`src/rtl/rtc_shadow_pkg.sv`:
```
package rtc_shadow_pkg;
  localparam int BYTE_W  = 8;
  localparam int SUB_IDX = 0;
  localparam int SEC_IDX = 1;

  typedef logic [BYTE_W-1:0] tbyte_t;

  // two-digit BCD increment, no range limit
  function automatic tbyte_t bcd_inc(input tbyte_t v);
    if (v[3:0] == 4'd9) return {v[7:4] + 4'd1, 4'd0};
    else                return v + 8'd1;
  endfunction
endpackage

```
`src/rtl/rtc_timekeeper.sv`:
```
module rtc_timekeeper
  import rtc_shadow_pkg::*;
#(
  parameter int     NREGS     = 8,
  parameter tbyte_t SUB_LAST  = 8'h99,
  parameter tbyte_t SEC_LAST  = 8'h59,
  parameter tbyte_t HALF_MARK = 8'h50
) (
  input  logic                 clk,
  input  logic                 rst,
  input  logic                 tick,
  input  logic                 load_en,
  input  tbyte_t [NREGS-1:0]   load_regs,
  output tbyte_t [NREGS-1:0]   live_regs,
  output logic                 hz_out
);
  logic   restart_pend;
  tbyte_t ss_nx, sec_nx;
  logic   ss_wrap;

  always_comb begin
    ss_wrap = (live_regs[SUB_IDX] == SUB_LAST);
    ss_nx   = ss_wrap ? '0 : bcd_inc(live_regs[SUB_IDX]);
    if (!ss_wrap)                           sec_nx = live_regs[SEC_IDX];
    else if (live_regs[SEC_IDX] == SEC_LAST) sec_nx = '0;
    else                                     sec_nx = bcd_inc(live_regs[SEC_IDX]);
  end

  always_ff @(posedge clk) begin
    if (rst) begin
      live_regs    <= '0;
      restart_pend <= 1'b0;
      hz_out       <= 1'b1;
    end else if (load_en) begin
      for (int i = SUB_IDX + 1; i < NREGS; i++) live_regs[i] <= load_regs[i];
      restart_pend <= 1'b1;
    end else if (tick) begin
      if (restart_pend) begin
        live_regs[SUB_IDX] <= '0;
        restart_pend       <= 1'b0;
        hz_out             <= 1'b1;
      end else begin
        live_regs[SUB_IDX] <= ss_nx;
        live_regs[SEC_IDX] <= sec_nx;
        hz_out             <= (ss_nx < HALF_MARK);
      end
    end
  end
endmodule

```
`src/rtl/rtc_snapshot.sv`:
```
module rtc_snapshot
  import rtc_shadow_pkg::*;
#(
  parameter int NREGS = 8,
  localparam int AW   = $clog2(NREGS)
) (
  input  logic               clk,
  input  logic               rst,
  input  logic               capture,
  input  tbyte_t [NREGS-1:0] live_regs,
  input  logic [AW-1:0]      rd_addr,
  output tbyte_t [NREGS-1:0] snap_regs,
  output tbyte_t             rd_data
);
  always_ff @(posedge clk) begin
    if (rst)          snap_regs <= '0;
    else if (capture) snap_regs <= live_regs;
  end

  always_ff @(posedge clk) begin
    if (rst) rd_data <= '0;
    else     rd_data <= snap_regs[rd_addr];
  end
endmodule

```
`src/rtl/rtc_shadow_buf.sv`:
```
module rtc_shadow_buf
  import rtc_shadow_pkg::*;
#(
  parameter int NREGS = 8,
  localparam int AW   = $clog2(NREGS)
) (
  input  logic               clk,
  input  logic               rst,
  input  logic               open_req,
  input  tbyte_t [NREGS-1:0] live_regs,
  input  logic               byte_wr,
  input  logic [AW-1:0]      byte_addr,
  input  tbyte_t             byte_data,
  input  logic               stop_valid,
  input  logic               abort,
  input  logic               wr_unlock,
  output logic               commit,
  output tbyte_t [NREGS-1:0] shadow_regs
);
  logic active;

  assign commit = active && stop_valid && wr_unlock && !abort;

  always_ff @(posedge clk) begin
    if (rst)                      shadow_regs <= '0;
    else if (open_req)            shadow_regs <= live_regs;
    else if (active && byte_wr)   shadow_regs[byte_addr] <= byte_data;
  end

  always_ff @(posedge clk) begin
    if (rst)                       active <= 1'b0;
    else if (abort || stop_valid)  active <= 1'b0;
    else if (open_req)             active <= 1'b1;
  end
endmodule

```
`src/rtl/rtc_shadow_top.sv`:
```
module rtc_shadow_top
  import rtc_shadow_pkg::*;
#(
  parameter int     NREGS     = 8,
  parameter tbyte_t SUB_LAST  = 8'h99,
  parameter tbyte_t SEC_LAST  = 8'h59,
  parameter tbyte_t HALF_MARK = 8'h50,
  localparam int    AW        = $clog2(NREGS)
) (
  input  logic          clk,
  input  logic          rst,
  input  logic          tick,
  input  logic          read_start_ack,
  input  logic          write_start_ack,
  input  logic          byte_wr,
  input  logic [AW-1:0] byte_addr,
  input  logic [7:0]    byte_data,
  input  logic          stop_valid,
  input  logic          abort,
  input  logic          wr_unlock,
  input  logic [AW-1:0] rd_addr,
  output logic [7:0]    rd_data,
  output logic [7:0]    live_subsec,
  output logic [7:0]    live_sec,
  output logic          pulse_1hz
);
  tbyte_t [NREGS-1:0] live_regs;
  tbyte_t [NREGS-1:0] snap_regs;
  tbyte_t [NREGS-1:0] shadow_regs;
  logic               commit_fire;

  rtc_timekeeper #(
    .NREGS(NREGS), .SUB_LAST(SUB_LAST), .SEC_LAST(SEC_LAST), .HALF_MARK(HALF_MARK)
  ) u_keep (
    .clk(clk), .rst(rst), .tick(tick),
    .load_en(commit_fire), .load_regs(shadow_regs),
    .live_regs(live_regs), .hz_out(pulse_1hz)
  );

  rtc_snapshot #(.NREGS(NREGS)) u_snap (
    .clk(clk), .rst(rst), .capture(read_start_ack),
    .live_regs(live_regs), .rd_addr(rd_addr),
    .snap_regs(snap_regs), .rd_data(rd_data)
  );

  rtc_shadow_buf #(.NREGS(NREGS)) u_shadow (
    .clk(clk), .rst(rst), .open_req(write_start_ack),
    .live_regs(live_regs), .byte_wr(byte_wr), .byte_addr(byte_addr),
    .byte_data(byte_data), .stop_valid(stop_valid), .abort(abort),
    .wr_unlock(wr_unlock), .commit(commit_fire), .shadow_regs(shadow_regs)
  );

  assign live_subsec = live_regs[SUB_IDX];
  assign live_sec    = live_regs[SEC_IDX];
endmodule

```
`config.mk`:
```
export PLATFORM = sky130hd
export DESIGN_NAME = rtc_shadow_top
export DESIGN_NICKNAME = d
export VERILOG_FILES = /design/src/rtl/rtc_shadow_pkg.sv /design/src/rtl/rtc_timekeeper.sv /design/src/rtl/rtc_snapshot.sv /design/src/rtl/rtc_shadow_buf.sv /design/src/rtl/rtc_shadow_top.sv
export SDC_FILE = /design/constraint.sdc
export NUM_CORES = 1
export LEC_CHECK = 0
export BUFFER_PORTS_ARGS = -buffer_cell sky130_fd_sc_hd__buf_2
export CELL_PAD_IN_SITES_DETAIL_PLACEMENT = 1
export CELL_PAD_IN_SITES_GLOBAL_PLACEMENT = 2
export CORE_AREA = 2 2 151 153
export DETAILED_ROUTE_END_ITERATION = 7
export DIE_AREA = 0 0 153 155
export HOLD_SLACK_MARGIN = 0.1
export PLACE_DENSITY_LB_ADDON = 0.1
export SLEW_MARGIN = 10
export SYNTH_ARGS = -nofsm -noshare
export SYNTH_HDL_FRONTEND = slang
export SYNTH_SLANG_ARGS = --single-unit
```
`constraint.sdc`:
```
create_clock -name clk -period 2.55 [get_ports clk]
set_input_delay 0.51 -clock clk [delete_from_list [all_inputs] [get_ports clk]]
set_output_delay 0.51 -clock clk [all_outputs]
set_load 0.05 [all_outputs]
```
**Word-level counts from Yosys, hierarchy flattened**

Index checks and enable logic that the tools add are counted.

- Memory bits (writable): 0
- Output and inout port bits: 25
- Memories: 0
- Bits of input ports: 23
- ROM bits: 0
- Register bits: 203
- Word-level logic and storage cells: 74
- Latch bits: 0

- Multiply operators: 0
- Equality and inequality tests: 5
- Order comparisons: 4
- Bitwise operators: 1
- Multiplexer cells: 19
- Add/sub/neg operators: 4
- Divide/modulo/power cells: 0
- Shift-type cells: 0
- Reduce and logical (&&, ||, !) cells: 13

Operators with widths:

| kind | number |
|---|---|
| 64-bit 2-to-1 mux | 2 |
| 8-bit 2-to-1 mux | 10 |
| 64-bit bitwise mux | 1 |
| 8-bit binary-select mux with 3-bit select | 1 |
| 8-bit demux with 3-bit select | 1 |
| 8-bit by 1-bit adder with 8-bit output (second input constant) | 2 |
| 16-bit 2-to-1 mux | 1 |
| 4-bit by 1-bit adder with 4-bit output (second input constant) | 2 |
| 4-bit equality test (second input constant) | 2 |
| 8-bit by 7-bit equality test with 1-bit output (second input constant) | 1 |
| 8-bit equality test (second input constant) | 1 |
| 3-bit by 4-bit less-than comparator with 1-bit output (second input constant) | 2 |
| 8-bit by 7-bit less-than comparator with 1-bit output (second input constant) | 1 |
| 2-bit nonzero test | 3 |
| 1-bit logical AND | 5 |
| 3-bit by 1-bit >= comparator with 1-bit output (second input constant) | 1 |
| 1-bit 2-to-1 mux | 3 |
| 3-bit AND reduction | 1 |
| 2-bit inequality test (second input constant) | 1 |
| 2-bit AND reduction | 1 |
| 2-bit OR reduction | 1 |
| 1-bit logical NOT | 1 |
| 1-bit logical OR | 1 |
| 1-bit inverter | 1 |

**Logic depth before layout (Yosys ltp)**

- Depth after elaboration: 7
- Depth in mapped cells: 8
- Depth with buffers taken out: 7

**Hierarchy**

Synthesis repeated with hierarchy kept, for this count alone.

- Cell total of the unflattened synthesis: 967
- Area, all modules: 9,255.1 µm²

By module, submodules not included:

| module | times used | area each (µm²) | seq. area each (µm²) | cells an instance |
|---|---|---|---|---|
| rtc_shadow_buf | 1 | 3,422.0 | 1,301.2 | 406 |
| rtc_snapshot | 1 | 2,932.8 | 1,441.4 | 252 |
| rtc_timekeeper | 1 | 2,900.3 | 1,321.3 | 309 |

**Worst setup path after synthesis**

No wires, ideal clock.

- Path kind: register to register
- Start: register u_keep.live_regs[0] (netlist name)
- End: register u_keep.live_regs[10] (netlist name)
- Slack: 301 ps
- Setup time: 74 ps
- Buffers on the path: 1
- Stages on the path, launching flop included: 8
- Data arrival time: 2,174 ps
- Data required time: 2,476 ps
- Period minus slack after synthesis: 2,249 ps
- Cells stage by stage: dfxtp_1 ha_1 nand3b_4 or4_4 buf_6 and2_4 or4b_1 a31oi_1

- Word-level cells in the longest chain between the ends: 3

Ends and longest elaborated chain:

| what | RTL line | RTL |
|---|---|---|
| start, declared | rtc_timekeeper.sv:14 | `output tbyte_t [NREGS-1:0] live_regs,` |
| start signal, assigned by index | rtc_timekeeper.sv:43 | `live_regs[SUB_IDX] <= ss_nx;` |
| start signal, assigned by index | rtc_timekeeper.sv:44 | `live_regs[SEC_IDX] <= sec_nx;` |
| 8-bit equality test | rtc_timekeeper.sv:22 | `ss_wrap = (live_regs[SUB_IDX] == SUB_LAST);` |
| 2-bit nonzero test (no line) | n/a |  |
| 3-bit AND reduction (no line) | n/a |  |

Every way passes these cells.
A chain may end at the register's enable or synchronous reset.

**Final worst setup path**

Same ends and word-level chain as after synthesis.

==> flow_metrics.env <==
export IMPL_status="finished clean"
export IMPL_critPathArrivalTime_ps=2760
export IMPL_synth_top_family_by_area="simple AND/OR/NAND/NOR gates"
export IMPL_crit_path_end_kind="register"
export IMPL_tightest_slew_ps=964.6
export IMPL_clkPwrFrac=0.440
export IMPL_rsz0062_at_grt="false"
export IMPL_synth_most_common_cell="dfxtp_1"
export IMPL_powerDensity_nw_per_um2=687.5
export IMPL_num_rows=55
export IMPL_vias=6507
export IMPL_io_pins=48
export IMPL_power_frac_comb=0.062
export IMPL_syn_inst=887
export IMPL_fmax_mhz=418.4
export IMPL_cap_violations=0
export IMPL_hold_path_depth=2
export IMPL_gp_congestion=0.8060
export IMPL_worstPathMaxFanout=10
export IMPL_clock_latency_ps=440
export IMPL_skew_ps=14.37
export IMPL_p_sw_mw=1.622
export IMPL_cts_sinks=195
export IMPL_path_clk_slew_ps=80
export IMPL_synth_area_um2=8031
export IMPL_dp_final_hpwl_mm=16.30
export IMPL_multi_input_area_um2=3736
export IMPL_leakagePower_nw=3.435
export IMPL_clock_root_buffer="clkbuf_16"
export IMPL_cp_start_kind="register"
export IMPL_syn_area_per_cell_um2=9.055
export IMPL_synthAdderAreaFrac=0.01246
export IMPL_p_sw_frac=0.2593
export IMPL_die_x_um=153
export IMPL_ys_types=51
export IMPL_cts_tree="built"
export IMPL_hold_viol_final=0
export IMPL_numPortBuffers=47
export IMPL_hold_path_end="u_shadow.active$_SDFFE_PP0P_"
export IMPL_synth_common_cells="195 x dfxtp_1, 165 x nand2_1, 122 x a21oi_1"
export IMPL_drv_slew=0
export IMPL_yosys_area_share_simple=0.1580
export IMPL_synth_top_cell_area_share=0.4861
export IMPL_track_usage=0.2062
export IMPL_routedWlPerCell_um=20.24
export IMPL_die_y_um=155
export IMPL_synthXorXnorAreaFrac=0.002181
export IMPL_hp_class="input port to register"
export IMPL_worstPathCellList="ha_1 -> nand3b_4 -> or4_4 -> and2_4 -> or4b_1 -> a31oi_1"
export IMPL_synth_nets=918
export IMPL_overflow=0
export IMPL_final_antenna_net_count=0
export IMPL_setup_viol=0
export IMPL_synthTopCellsByArea="dfxtp_1 49%, mux2i_1 9.2%, nand2_1 7.7%, a21oi_1 7.6%, a22oi_1 5.3%"
export IMPL_ys_ff_latch=195
export IMPL_num_antenna_cells=0
export IMPL_die_area_um2=23720
export IMPL_ff2ff_setup_slack_ps=160
export IMPL_p_seq_frac=0.498
export IMPL_viasPerCell=5.445
export IMPL_fillCellCount=2539
export IMPL_first_global_vias=6796
export IMPL_reg2reg_from="u_keep.live_regs[0]$_SDFFE_PP0P_"
export IMPL_r2r_cells=6
export IMPL_path_class="register to register"
export IMPL_critical_path_max_stage_delay_ps=560
export IMPL_async_flop_share=0
export IMPL_ys_flop_type="dfxtp_1"
export IMPL_seqCellArea_um2=3904
export IMPL_fin_crit_ps=2390
export IMPL_grt_antenna_before_repair=0
export IMPL_yosysTopAreaCell="dfxtp_1"
export IMPL_crit_required_ps=2920
export IMPL_drive_gt1_frac=0.1396
export IMPL_relSlewSlack=0.3546
export IMPL_p_int_mw=4.636
export IMPL_cts_max_level=4
export IMPL_muxShareOfSynthArea=0.1371
export IMPL_ctsHoldBuffers=0
export IMPL_synth_compound_area_frac=0.1553
export IMPL_cts_resized=0
export IMPL_synth_edf_count=0
export IMPL_final_net_count=928
export IMPL_drc=0
export IMPL_fin_tns_setup_ps=0
export IMPL_report_power_total_mw=6.258
export IMPL_cts_buffers=17
export IMPL_slowest_stage="or4_4"
export IMPL_drt_iter0_markers=340
export IMPL_grt_first_pass_wirelength_mm=38.06
export IMPL_wl_mm=24.19
export IMPL_fp_coreArea_um2=22230
export IMPL_area_delta_synth_final_pct=13.34
export IMPL_drtPass1Iterations=5
export IMPL_start_util=0.3613
export IMPL_grt_max_degree=75
export IMPL_yosysWarnings=0
export IMPL_clockBufferDepth=2
export IMPL_ys_seq_area_frac=0.4861
export IMPL_hp_start="abort"
export IMPL_peakVddDrop_mv=0.3968
export IMPL_fin_crit_sh=0.9373
export IMPL_reg2reg_to="u_keep.live_regs[10]$_SDFFE_PP0P_"
export IMPL_postCtsSetupBuffers=0
==> layer usage <==
metal | share of wire | vias to the layer above | global-route usage
li1 | - | 3103 | -
met1 | 0.48 | 3266 | 0.2734
met2 | 0.47 | 108 | 0.3472
met3 | 0.032 | 30 | 0.03538
met4 | 0.017 | 0 | 0.06041
met5 | 0 | - | 0
==> cells in the final DEF, fill, tap and decap left out, types with 8 or more instances in the layout <==
master,netlist,layout
a21oi_1,122,122
dfxtp_1,195,195
mux2i_1,74,74
a22oi_1,57,57
nand2_1,165,165
clkbuf_16,0,17
buf_4,16,17
nor2_1,92,92
mux4_2,16,16
buf_2,2,45
ha_1,8,8
==> worst max-delay path by stage <==
stage / startpoint / endpoint / slack [ps] / depth (start not counted)
after CTS: u_keep.live_regs[0]$_SDFFE_PP0P_ / u_keep.live_regs[10]$_SDFFE_PP0P_ / 150 / 6
final: u_keep.live_regs[0]$_SDFFE_PP0P_ / u_keep.live_regs[10]$_SDFFE_PP0P_ / 160 / 6
after floorplan: u_keep.live_regs[0]$_SDFFE_PP0P_ / u_keep.live_regs[10]$_SDFFE_PP0P_ / 300 / 7
after global placement: u_keep.live_regs[0]$_SDFFE_PP0P_ / u_keep.live_regs[10]$_SDFFE_PP0P_ / 260 / 6
after global routing: u_keep.live_regs[0]$_SDFFE_PP0P_ / u_keep.live_regs[10]$_SDFFE_PP0P_ / 30 / 6
after detailed placement: u_keep.live_regs[0]$_SDFFE_PP0P_ / u_keep.live_regs[10]$_SDFFE_PP0P_ / 190 / 6
==> metrics by stage <==
stage | hold WS [ps] | worst slack (ps) | util | instances | cell area [um2]
final | 242.3 | 159.8 | 0.4095 | 1195 | 9102
after global routing | 228.0 | 27.29 | 0.4095 | 1195 | 9102
after CTS | 224.9 | 154.8 | 0.4095 | 1195 | 9102
after detailed placement | 448.3 | 187.9 | 0.3826 | 1163 | 8503
after global placement | 435.2 | 255.1 | 0.3826 | 1163 | 8503
after floorplan | 431.5 | 301.2 | - | 887 | 8031
==> area by class of cell <==
type / count / share of cell area
well taps: 285 / 0.03918
multi-input cells: 608 / 0.4104
repair buffers: 69 / 0.05320
flip-flops and latches: 195 / 0.4289
clock buffers: 18 / 0.04825
clock inverters: 14 / 0.01759
inverters: 6 / 0.002474
==> worst max-delay path: cells and delay by family, from the launching register on <==
family	cells	cell delay, ps
adder cells (fa/ha/maj)	1	290
AND/OR/NAND/NOR	4	1390
AO/OA/AOI/OAI	1	170
flip-flops	1	440
==> sequential cells by signal, indices dropped and copies added, names as in the netlist <==
register	count
u_keep.hz_out	1
u_keep.live_regs	64
u_keep.restart_pend	1
u_shadow.active	1
u_shadow.shadow_regs	56
u_snap.rd_data	8
u_snap.snap_regs	64
==> power groups by stage <==
stage / Combinational [mW] / Sequential [mW] / Clock (mW)
4_1_cts: 0.390 / 3.12 / 2.84
6_report: 0.387 / 3.12 / 2.76
3_5_place_dp: 0.390 / 3.19 / 0
5_1_grt: 0.417 / 3.12 / 2.96
3_3_place_gp: 0.380 / 3.18 / 0
2_1_floorplan: 0.239 / 3.18 / 0
==> logic make-up (layout without fill, tap and decap cells) <==
logic type / after synthesis / after routing
buffers and inverters: 84 / 107
AND/OR/NAND/NOR: 300 / 300
adder cells (fa/ha/maj): 8 / 8
XOR/XNOR: 2 / 2
flip-flops: 195 / 195
multiplexers: 90 / 90
AO/OA/AOI/OAI: 208 / 208
Note: power is estimated with default switching activity, not from simulation.
